[src/rtl/opnd_shift_pkg.sv]
package opnd_shift_pkg;

    typedef enum logic [1:0] {
        SK_LSL = 2'b00,
        SK_LSR = 2'b01,
        SK_ASR = 2'b10,
        SK_ROR = 2'b11
    } shift_kind_e;

    typedef enum logic [1:0] {
        SM_PASS  = 2'b00,
        SM_RRX   = 2'b01,
        SM_SHIFT = 2'b10
    } shift_mode_e;

    typedef struct packed {
        shift_kind_e kind;
        shift_mode_e mode;
        logic [7:0]  amt;
    } shift_req_t;

endpackage

[src/rtl/opnd_shift_decode.sv]
module opnd_shift_decode
    import opnd_shift_pkg::*;
#(
    parameter int DATA_W = 32,
    parameter int FLD_W  = 8,
    parameter int BYTE_W = 8,
    parameter int PC_IDX = 15
) (
    input  logic [FLD_W-1:0]  fld,
    input  logic [BYTE_W-1:0] rs_byte,
    output shift_req_t        req,
    output logic              illegal
);
    localparam int IMM_W = FLD_W - 3;
    localparam int IDX_W = FLD_W - 4;

    logic [IMM_W-1:0] imm_amt;
    logic [IDX_W-1:0] rs_idx;
    logic             reg_form;

    assign imm_amt  = fld[FLD_W-1:3];
    assign rs_idx   = fld[FLD_W-1:4];
    assign reg_form = fld[0];

    always_comb begin
        req.kind = shift_kind_e'(fld[2:1]);
        req.mode = SM_SHIFT;
        req.amt  = '0;
        if (!reg_form) begin
            if (imm_amt == '0) begin
                unique case (req.kind)
                    SK_LSL:         req.mode = SM_PASS;
                    SK_LSR, SK_ASR: req.amt  = BYTE_W'(DATA_W);
                    SK_ROR:         req.mode = SM_RRX;
                endcase
            end else begin
                req.amt = BYTE_W'(imm_amt);
            end
        end else if (rs_byte == '0) begin
            req.mode = SM_PASS;
        end else begin
            req.amt = rs_byte;
        end
    end

    assign illegal = reg_form && (rs_idx == IDX_W'(PC_IDX));

endmodule

[src/rtl/opnd_shift_core.sv]
module opnd_shift_core
    import opnd_shift_pkg::*;
#(
    parameter int DATA_W = 32,
    parameter int BYTE_W = 8
) (
    input  logic [DATA_W-1:0] op,
    input  shift_req_t        req,
    input  logic              cin,
    output logic [DATA_W-1:0] res,
    output logic              cout
);
    localparam int SH_W = $clog2(DATA_W);
    localparam int MSB  = DATA_W - 1;

    logic [SH_W-1:0] rot;
    logic [SH_W-1:0] lo_idx;
    logic            in_range;
    logic            at_width;

    assign rot      = req.amt[SH_W-1:0];
    assign lo_idx   = rot - SH_W'(1);
    assign in_range = (int'(req.amt) < DATA_W);
    assign at_width = (int'(req.amt) == DATA_W);

    always_comb begin
        res  = op;
        cout = cin;
        unique case (req.mode)
            SM_PASS: begin
                res  = op;
                cout = cin;
            end
            SM_RRX: begin
                res  = {cin, op[MSB:1]};
                cout = op[0];
            end
            SM_SHIFT: begin
                unique case (req.kind)
                    SK_LSL: begin
                        if (in_range) begin
                            res  = op << rot;
                            cout = op[SH_W'(DATA_W - int'(rot))];
                        end else begin
                            res  = '0;
                            cout = at_width ? op[0] : 1'b0;
                        end
                    end
                    SK_LSR: begin
                        if (in_range) begin
                            res  = op >> rot;
                            cout = op[lo_idx];
                        end else begin
                            res  = '0;
                            cout = at_width ? op[MSB] : 1'b0;
                        end
                    end
                    SK_ASR: begin
                        if (in_range) begin
                            res  = DATA_W'($signed(op) >>> rot);
                            cout = op[lo_idx];
                        end else begin
                            res  = {DATA_W{op[MSB]}};
                            cout = op[MSB];
                        end
                    end
                    SK_ROR: begin
                        if (rot == '0) begin
                            res  = op;
                            cout = op[MSB];
                        end else begin
                            res  = (op >> rot) | (op << (SH_W'(DATA_W - int'(rot))));
                            cout = op[lo_idx];
                        end
                    end
                endcase
            end
            default: begin
                res  = op;
                cout = cin;
            end
        endcase
    end

endmodule

[src/rtl/opnd_shifter.sv]
module opnd_shifter
    import opnd_shift_pkg::*;
#(
    parameter int DATA_W = 32,
    parameter int FLD_W  = 8,
    parameter int BYTE_W = 8
) (
    input  logic [DATA_W-1:0] op_val,
    input  logic [FLD_W-1:0]  shf_field,
    input  logic [DATA_W-1:0] rs_val,
    input  logic              carry_in,
    output logic [DATA_W-1:0] result,
    output logic              carry_out,
    output logic              rs_illegal
);
    shift_req_t req;

    opnd_shift_decode #(
        .DATA_W (DATA_W),
        .FLD_W  (FLD_W),
        .BYTE_W (BYTE_W),
        .PC_IDX (15)
    ) u_decode (
        .fld     (shf_field),
        .rs_byte (rs_val[BYTE_W-1:0]),
        .req     (req),
        .illegal (rs_illegal)
    );

    opnd_shift_core #(
        .DATA_W (DATA_W),
        .BYTE_W (BYTE_W)
    ) u_core (
        .op   (op_val),
        .req  (req),
        .cin  (carry_in),
        .res  (result),
        .cout (carry_out)
    );

endmodule

[config.mk]
export PLATFORM = sky130hd
export DESIGN_NAME = opnd_shifter
export DESIGN_NICKNAME = d
export VERILOG_FILES = /design/src/rtl/opnd_shift_pkg.sv /design/src/rtl/opnd_shift_decode.sv /design/src/rtl/opnd_shift_core.sv /design/src/rtl/opnd_shifter.sv
export SDC_FILE = /design/constraint.sdc
export NUM_CORES = 1
export LEC_CHECK = 0
export ABC_AREA = 1
export ABC_CLOCK_PERIOD_IN_PS = 6600
export CORE_ASPECT_RATIO = 0.8
export CORE_MARGIN = 3
export CORE_UTILIZATION = 26
export DETAILED_ROUTE_END_ITERATION = 10
export RECOVER_POWER = 50
export SLEW_MARGIN = 20
export SYNTH_ARGS = -nofsm -noshare
export SYNTH_HDL_FRONTEND = slang
export SYNTH_SLANG_ARGS = --single-unit
[constraint.sdc]
create_clock -name vclk -period 6.6
set_input_delay 1.32 -clock vclk [all_inputs]
set_output_delay 1.32 -clock vclk [all_outputs]
set_load 0.02 [all_outputs]
==> results.md <==
- Status: completed
- Fraction of layout cells with a size suffix above 1: 0.0903
- GRT Residual Overflow: 0
- Max-Cap Viols: 0
- CP Class: in2out
- Non-filler instance count after layout: 2,079
- Worst Hold End: carry_out
- Dpl cell area: a little over 0.009 mm^2
- Setup violators final: 0
- Initial DRC Count: ~2,100
- Synth warnings: 0
- Starting Density: 0.267
- Core Region: between 0.02 and 0.03 mm^2
- Post-CTS Setup Inserts: 0
- Hold Buf Count CTS: 0
- Gr usage total: 0.290
- DRT Pass-1 Iters: 6
- Beginning of the critical path: shf_field[0]
- Routability cong.: ~1.1
- Placed Instances: about 2,100
- DP HPWL: roughly 38,000 um
- Final Util: 0.306
- FMAX: between 150 and 200 MHz
- Final Max Slew Viols: 0
- HP Start: carry_in
- Final Hold Viols: 0
- Sequential share of the synthesized area: 0
- Die X: just over 200 um
- Post-synthesis cell area: just under 0.008 mm^2
- Avg Inst Size Synth: roughly 4.8 um^2
- Top cell by count, worst path: nand2_1
- Die height: between 150 and 200 um
- Max Fanout on Critical Path: 31
- First-pass GRT wire length: around 72,000 um
- Syn Inst Count: around 1,700
- Routed Antenna Nets: 0
- Largest net degree at the start of global routing: 67
- WL/cell: roughly 24 um
- I/O Pins: roughly 110
- Max incr delay on CP: 0.69 ns
- Clock buffer count: 0
- Commonest non-fill, non-tap cells in the layout: nand2_1 (589), nand3_1 (395), a21oi_1 (157)
- Most common cell after layout, fill and taps aside: nand2_1
- Core Rows: 56
- Detailed Route WL: 49,500 um
- Unique cell type count in the Yosys netlist: 44
- Final sequential cell count: 0
- Worst EP arrival: around 5 ns
- Hold Crit Depth: 4
- Crit path max-delay family: buffers and inverters
- Slowest CP cell: dlygate4sd3_1
- Die footprint: about 0.033 mm^2
- FF+latch area: 0 um^2
- RSZ-0062 raised after global routing: no
- Fillers: ~3,600
- Post-cts resize count: 0
- Syn nets: 1,730
- Slew HR: 0.417
- Pwr/cell area: 132 mW/mm^2
- Port-buffer cells: between 80 and 90
- Startpoint types: input port
- Crit-path cells: clkdlybuf4s50_1 -> inv_2 -> nand2_1 -> nand2_2 -> nor2_4 -> nand3_4 -> inv_1 -> ha_1 -> inv_1 -> clkbuf_4 -> nand3_1 -> nand4_1 -> nand2_1 -> nand2_1 -> nand2_1 -> a21oi_2 -> dlygate4sd3_1
- CP Data Required Time: about 5.3 ns
- Hold Slack: 3.78 ns
- Worst VDD drop: 69.3 uV
- CP Buf/Inv Count: 6
- DRC Markers: 0
- Hold WC Path Type: in2out
- Post-route cell area: roughly 0.0091 mm^2
- Vias in the first global route: around 11,000
- CP endpoint kind: output pin
- Tmin final: about 6.4 ns
- Vias per inst: 5.76
- Initial antenna violation count: 0
- Synth-to-Final Area Change: 14.7%
- Nets: 1,755
- Worst-Margin Slew: 0.874 ns
- Total number of vias: 12,000
- Number of diodes: 0
- Final period util: 0.966
- Leak: ~4.5 nW
- Setup total negative slack: 0 ns
## cells in the mapped netlist (4+ instances only)
library cell  instances  area, um^2
a21oi_1             157         786
a21oi_2               7        61.3
a31oi_1               4        25.0
buf_1                 6        22.5
buf_2                40         200
buf_4                13        97.6
buf_6                15         169
clkbuf_1             40         150
ha_1                  7        87.6
inv_1                91         342
inv_2                 6        22.5
nand2_1             589        2210
nand2_2              21         131
nand2_4              15         169
nand3_1             395        1980
nand3_2              10         100
nand3b_1              5        37.5
nand4_1              10        62.6
nor2_1               78         293
nor3_1                7        35.0
o211ai_1             17         128
o21ai_0              38         190
o21ai_1              29         145
o21ai_2              15         131
or2_2                 4        25.0
## routing by layer
layer | GRT usage | share of wire | routed length [um] | vias to the layer above
li1 | - | - | - | 5566
met1 | 0.418 | 0.43 | 21200 | 5500
met2 | 0.393 | 0.37 | 18500 | 823
met3 | 0.125 | 0.17 | 8440 | 93
met4 | 0.0653 | 0.028 | 1410 | 0
met5 | 0 | 0 | 0 | -
## worst max path at each step
stage,end,slack (ns),cells after the start
final,result[23],0.23,17
after global routing,result[9],0.05,17
after CTS,result[26],0.40,18
after detailed placement,result[3],0.41,16
after global placement,result[3],0.37,16
after floorplan,result[21],1.55,13
## power breakdown
group	total [mW]	internal, mW	switching [mW]
clock	0	0	0
sequential	0	0	0
combinational	1.20	0.359	0.839
total	1.20	0.359	0.839
## layout make-up
class              count  area (um^2)  share of cell area
well taps            406          508              0.0559
multi-input cells   1430         6820               0.750
repair buffers       142         1370               0.151
inverters            101          389              0.0428
## per-stage QoR
step	total power, mW	setup slack, ns
after detailed placement	1.15	0.406
after global routing	1.28	0.0474
after global placement	1.16	0.371
after CTS	1.15	0.401
after floorplan	0.735	1.55
final	1.20	0.225
## logic make-up after synthesis
group                      Yosys count  synth area share
AOI/OAI and AO/OA                  275             0.193
buffers and inverters              220             0.141
xor gates and xnor gates             1           0.00110
adders and majority gates            7            0.0110
and+or+nand+nor                   1147             0.654
No activity file was read; power rests on OpenSTA's default activity.
